<file path="src/rtl/bgsub_unit.sv">
module bgsub_unit #(
  parameter int          FRAME_PIXELS    = 76800,
  parameter int          DEBOUNCE_CYCLES = 250000,
  parameter logic [7:0]  THR_RESET       = 8'd32,
  parameter int          ADDR_W          = $clog2(2 * FRAME_PIXELS)
) (
  input  logic              clk,
  input  logic              rst_n,
  input  logic              mode_dyn,
  input  logic              capture,
  input  logic              pix_valid,
  input  logic              pix_sof,
  input  logic [15:0]       pix_data,
  input  logic [7:0]        thr_sw,
  input  logic              thr_key,
  output logic [ADDR_W-1:0] mem_addr,
  output logic              mem_rd_en,
  output logic              mem_wr_en,
  output logic [15:0]       mem_wdata,
  input  logic [15:0]       mem_rdata,
  output logic              mask_valid,
  output logic              mask_out
);
  localparam int IDX_W = $clog2(FRAME_PIXELS);
  localparam int DCW   = $clog2(DEBOUNCE_CYCLES + 1);
  localparam logic [IDX_W-1:0] LAST = IDX_W'(FRAME_PIXELS - 1);
  localparam logic [DCW-1:0]   DLIM = DCW'(DEBOUNCE_CYCLES - 1);

  logic [IDX_W-1:0] cnt, idx;
  logic cap_arm, capturing, bg_ok, cap_wr;
  logic v1, g1;
  logic [15:0] p1;
  logic [4:0] dr, db;
  logic [5:0] dg;
  logic [7:0] score, thr;
  logic ks1, ks2, kdb;
  logic [DCW-1:0] dcnt;

  assign idx       = pix_sof ? '0 : cnt;
  assign cap_wr    = pix_valid && !mode_dyn && (capturing || (cap_arm && pix_sof));
  assign mem_addr  = mode_dyn ? ADDR_W'(FRAME_PIXELS) + ADDR_W'(idx) : ADDR_W'(idx);
  assign mem_rd_en = pix_valid && !cap_wr;
  assign mem_wr_en = (pix_valid && mode_dyn) || cap_wr;
  assign mem_wdata = pix_data;

  always_ff @(posedge clk) begin
    if (!rst_n) begin
      cnt       <= '0;
      cap_arm   <= 1'b0;
      capturing <= 1'b0;
      bg_ok     <= 1'b0;
    end else begin
      if (pix_valid) cnt <= (idx == LAST) ? '0 : idx + 1'b1;
      if (capture) begin
        cap_arm   <= 1'b1;
        capturing <= 1'b0;
        bg_ok     <= 1'b0;
      end else if (cap_wr) begin
        cap_arm <= 1'b0;
        if (idx == LAST) begin
          capturing <= 1'b0;
          bg_ok     <= 1'b1;
        end else begin
          capturing <= 1'b1;
        end
      end
    end
  end

  assign dr = (p1[15:11] >= mem_rdata[15:11]) ? p1[15:11] - mem_rdata[15:11]
                                               : mem_rdata[15:11] - p1[15:11];
  assign dg = (p1[10:5] >= mem_rdata[10:5]) ? p1[10:5] - mem_rdata[10:5]
                                             : mem_rdata[10:5] - p1[10:5];
  assign db = (p1[4:0] >= mem_rdata[4:0]) ? p1[4:0] - mem_rdata[4:0]
                                           : mem_rdata[4:0] - p1[4:0];
  assign score = {2'b00, dr, 1'b0} + {2'b00, dg} + {2'b00, db, 1'b0};

  always_ff @(posedge clk) begin
    if (!rst_n) begin
      v1         <= 1'b0;
      g1         <= 1'b0;
      p1         <= '0;
      mask_valid <= 1'b0;
      mask_out   <= 1'b0;
    end else begin
      v1 <= pix_valid;
      if (pix_valid) begin
        p1 <= pix_data;
        g1 <= mode_dyn || bg_ok;
      end
      mask_valid <= v1;
      mask_out   <= v1 && g1 && (score > thr);
    end
  end

  always_ff @(posedge clk) begin
    if (!rst_n) begin
      ks1  <= 1'b0;
      ks2  <= 1'b0;
      kdb  <= 1'b0;
      dcnt <= '0;
      thr  <= THR_RESET;
    end else begin
      ks1 <= thr_key;
      ks2 <= ks1;
      if (ks2 == kdb) begin
        dcnt <= '0;
      end else if (dcnt == DLIM) begin
        dcnt <= '0;
        kdb  <= ks2;
        if (ks2) thr <= thr_sw;
      end else begin
        dcnt <= dcnt + 1'b1;
      end
    end
  end
endmodule

</file>
<file path="config.mk">
export PLATFORM = sky130hd
export DESIGN_NAME = bgsub_unit
export DESIGN_NICKNAME = d
export VERILOG_FILES = /design/src/rtl/bgsub_unit.sv
export SDC_FILE = /design/constraint.sdc
export NUM_CORES = 1
export LEC_CHECK = 0
export ABC_AREA = 1
export BUFFER_PORTS_ARGS = -buffer_cell sky130_fd_sc_hd__buf_4
export CORE_ASPECT_RATIO = 0.6
export CORE_UTILIZATION = 28
export DETAILED_ROUTE_END_ITERATION = 8
export PLACE_DENSITY = 0.44
export SKIP_LAST_GASP = 1
export SYNTH_ARGS = -nofsm -noshare
export SYNTH_HDL_FRONTEND = slang
export SYNTH_SLANG_ARGS = --single-unit
</file>
<file path="constraint.sdc">
create_clock -name clk -period 8.4 [get_ports clk]
set_clock_uncertainty 0.05 [all_clocks]
set_input_delay 0.84 -clock clk [delete_from_list [all_inputs] [get_ports clk]]
set_output_delay 0.84 -clock clk [all_outputs]
set_load 0.03 [all_outputs]
</file>
==> flow_metrics.py <==
metrics = {
    "status": {
        "status": "finished, violations left",
        "violations": "DRC",
    },
    "layout": {
        "area_growth_pct": 18.49,
        "final_cell_count_no_fill": 1073,
        "drive_gt1_share_pct": 14.05,
        "fin_nets": 935,
        "final_core_util_pct": 34.17,
        "diodes": 0,
    },
    "clock_network": {
        "cts_resized": 0,
        "worstSkewPairLatency_ns": 0.34,
        "postCtsHoldBufs": 0,
        "cts.clk_slew.worst_paths_ns": 0.06,
        "cts_tree": "done",
        "numCtsBuffers": 9,
        "clock-sinks": 69,
        "root_buffer": "clkbuf_16",
        "cts_setup_buffers": 0,
        "cts_max_path_buffers": 2,
        "htree_num_levels": 3,
    },
    "setup_path": {
        "crit_arrival_ns": 4.55,
        "critPathBufInv": 1,
        "cpMaxStageDelayCell": "fa_1",
        "crit_top_cell": "nand2_1",
        "worstSetupPathType": "in -> reg",
        "start_kind": "input pin",
        "cp_top_family": "adder cells",
        "crit_path_max_incr_delay_ns": 0.45,
        "cp_max_fo": 7,
        "worstPathRequired_ns": 8.57,
        "critPathCaptureType": "register",
        "r2r_slack_ns": 4.26,
        "crit_chain": "buf_4 -> ha_1 -> fa_1 -> nand2_1 -> nand2_1 -> nand3_1 -> nand2_1 -> o21ai_0 -> xor2_1 -> fa_1 -> ha_1 -> fa_1 -> a21oi_1 -> o21ai_0 -> xor2_1 -> ha_1 -> nand2_1 -> nor2_1 -> nand4_1 -> nand3_1 -> a21oi_1",
    },
    "placed_design": {
        "dp_hpwl_microns": 11260,
        "place_congestion": 0.8462,
        "port_buffers": 84,
        "dp_cells": 1058,
    },
    "timing": {
        "max_slew_margin_pct": 60.67,
        "setup_violations": 0,
        "final_max_slew_viol_count": 0,
        "setup_tns_ns": 0,
        "tightest_slew_ns": 0.5893,
        "timing.final.crit_share_pct": 52.20,
        "rsz0062_at_grt": "no",
        "hold_viol_final": 0,
        "max_freq_mhz": 228.0,
        "finalCriticalPeriod_ns": 4.385,
    },
    "power": {
        "max-vdd-ir-drop_uv": 96.28,
        "leakage_nw": 2.923,
        "power_w": 0.001160,
        "power.density_nw_per_um2": 186.0,
    },
    "detailed_routing": {
        "drt_iter0_markers": 281,
        "viasPerCell": 4.319,
        "postRouteWirelength_microns": 14390,
        "drc_errors": 6,
        "num_vias": 4634,
        "postRouteAntennaNets": 0,
        "dr.pass1.iters": 9,
        "wl_per_cell_microns": 13.41,
    },
    "die": {
        "die_area_sq_um": 19370,
        "pin_count": 85,
        "floorplan.initialDensity_pct": 28.84,
        "rows": 38,
        "die_width_microns": 179.0,
        "die_h_microns": 108.2,
        "core_area_sq_um": 18260,
    },
    "yosys": {
        "synth_cell_types": 37,
        "synth-main-ff-cell": "dfxtp_1",
        "ys_warn_count": 0,
        "syn_nets": 877,
        "synth_area_sq_um": 5265,
        "ys_seq_elements": 69,
        "netlist_instances": 771,
        "synth-edff-count": 0,
        "syn_area_per_cell_sq_um": 6.829,
        "seq_area_frac_synth_pct": 26.24,
        "async_flop_share_pct": 0,
    },
    "global_routing": {
        "grt_pass1_wl_microns": 22890,
        "grt_pass1_vias": 4276,
        "overflow": 0,
        "grt_use_total_pct": 15.56,
        "antenna_found_initial": 0,
        "grt_max_degree": 50,
    },
    "run": {
        "maxCapViolations": 0,
    },
    "hold_path": {
        "hold_class": "reg -> reg",
    },
}
==> worst paths after layout <==
check                    start       end  depth (start not counted)
hold / removal             ks1       ks2                          2
hold reg to reg            ks1       ks2                          2
setup reg to reg         p1[6]  mask_out                         20
setup / recovery  mem_rdata[5]  mask_out                         21
==> worst register-to-register path, stage by stage (launching register included) <==
cell     delay, ns
dfxtp_1       0.39
inv_1         0.14
fa_1          0.46
nand2_1       0.10
nand2_1       0.06
nand3_1       0.22
nand2_1       0.09
o21ai_0       0.11
xor2_1        0.23
fa_1          0.45
ha_1          0.24
fa_1          0.40
a21oi_1       0.13
o21ai_0       0.10
xor2_1        0.15
ha_1          0.28
nand2_1       0.06
nor2_1        0.15
nand4_1       0.10
nand3_1       0.08
a21oi_1       0.04
==> report_power, final <==
part	internal [W]	switching (W)	total, W
sequential	0.000336	0.00000509	0.000341
combinational	0.000180	0.000260	0.000440
clock	0.000228	0.000152	0.000380
total	0.000744	0.000416	0.00116
==> registers in the layout (all words and copies together), names as in the netlist, 8 cells and up <==
register / count
p1: 16
dcnt: 18
cnt: 17
thr: 8
==> area by class of cell <==
| cell class | count | area (sq um) |
|---|---|---|
| clock buffer | 11 | 232.7 |
| clock inverter | 4 | 50.05 |
| fill | 1993 | 12020 |
| inverter | 136 | 510.5 |
| multi-input combinational | 528 | 3126 |
| sequential | 69 | 1381 |
| tap | 240 | 300.3 |
| timing repair buffer | 85 | 638.1 |
==> layout by cell type, fill, tap and decap left out, drive strengths merged, types with 3 or more instances in the layout <==
master,instances
a21oi,68
a31oi,4
buf,85
clkbuf,11
dfxtp,69
fa,12
ha,47
inv,135
nand2,158
nand3,53
nand4,16
nor2,71
nor3,9
o21ai,44
or2,3
xnor2,6
xor2,28
==> logic make-up (layout without fill, tap and decap cells) <==
logic type	after synthesis	after routing	synth area share, %
buffers and inverters	174	236	14.40
AND/OR/NAND/NOR	312	312	25.83
adder cells (fa/ha/maj)	59	59	15.73
XOR/XNOR	34	34	5.656
flip-flops	69	69	26.24
AO/OA/AOI/OAI	122	122	11.95
multiplexers	1	1	0.1901
==> synth_stat cells, types with 6 or more instances <==
library cell,count,area (sq um)
xor2_1,28,245.2
inv_1,132,495.5
fa_1,12,240.2
nand2_1,158,593.1
nand3_1,47,235.2
o21ai_0,43,215.2
clkbuf_1,8,30.03
nand4_1,16,100.1
nor2_2,6,37.54
buf_4,18,135.1
dfxtp_1,69,1381
a21oi_1,68,340.3
nor2_1,64,240.2
nor3_1,8,40.04
ha_1,47,588.1
nand3_2,6,60.06
xnor2_1,6,52.55
==> stage by stage <==
stage / cell area [sq um] / setup slack (ns) / hold slack, ns
floorplan: 5265 / 4.130 / 0.3405
global placement: 5956 / 3.753 / 0.3526
detailed placement: 5956 / 3.706 / 0.3497
CTS: 6238 / 4.021 / 0.3629
global route: 6238 / 3.752 / 0.3906
finish: 6238 / 4.015 / 0.3628
==> layer usage <==
metal,routed length (microns),GRT usage (%),vias up
met2,5263,19.94,92
met3,697,3.235,8
met1,8315,25.06,1988
met4,109,3.874,0
met5,0,0,-
li1,-,-,2546
Note: power is estimated with default switching activity, not from simulation.
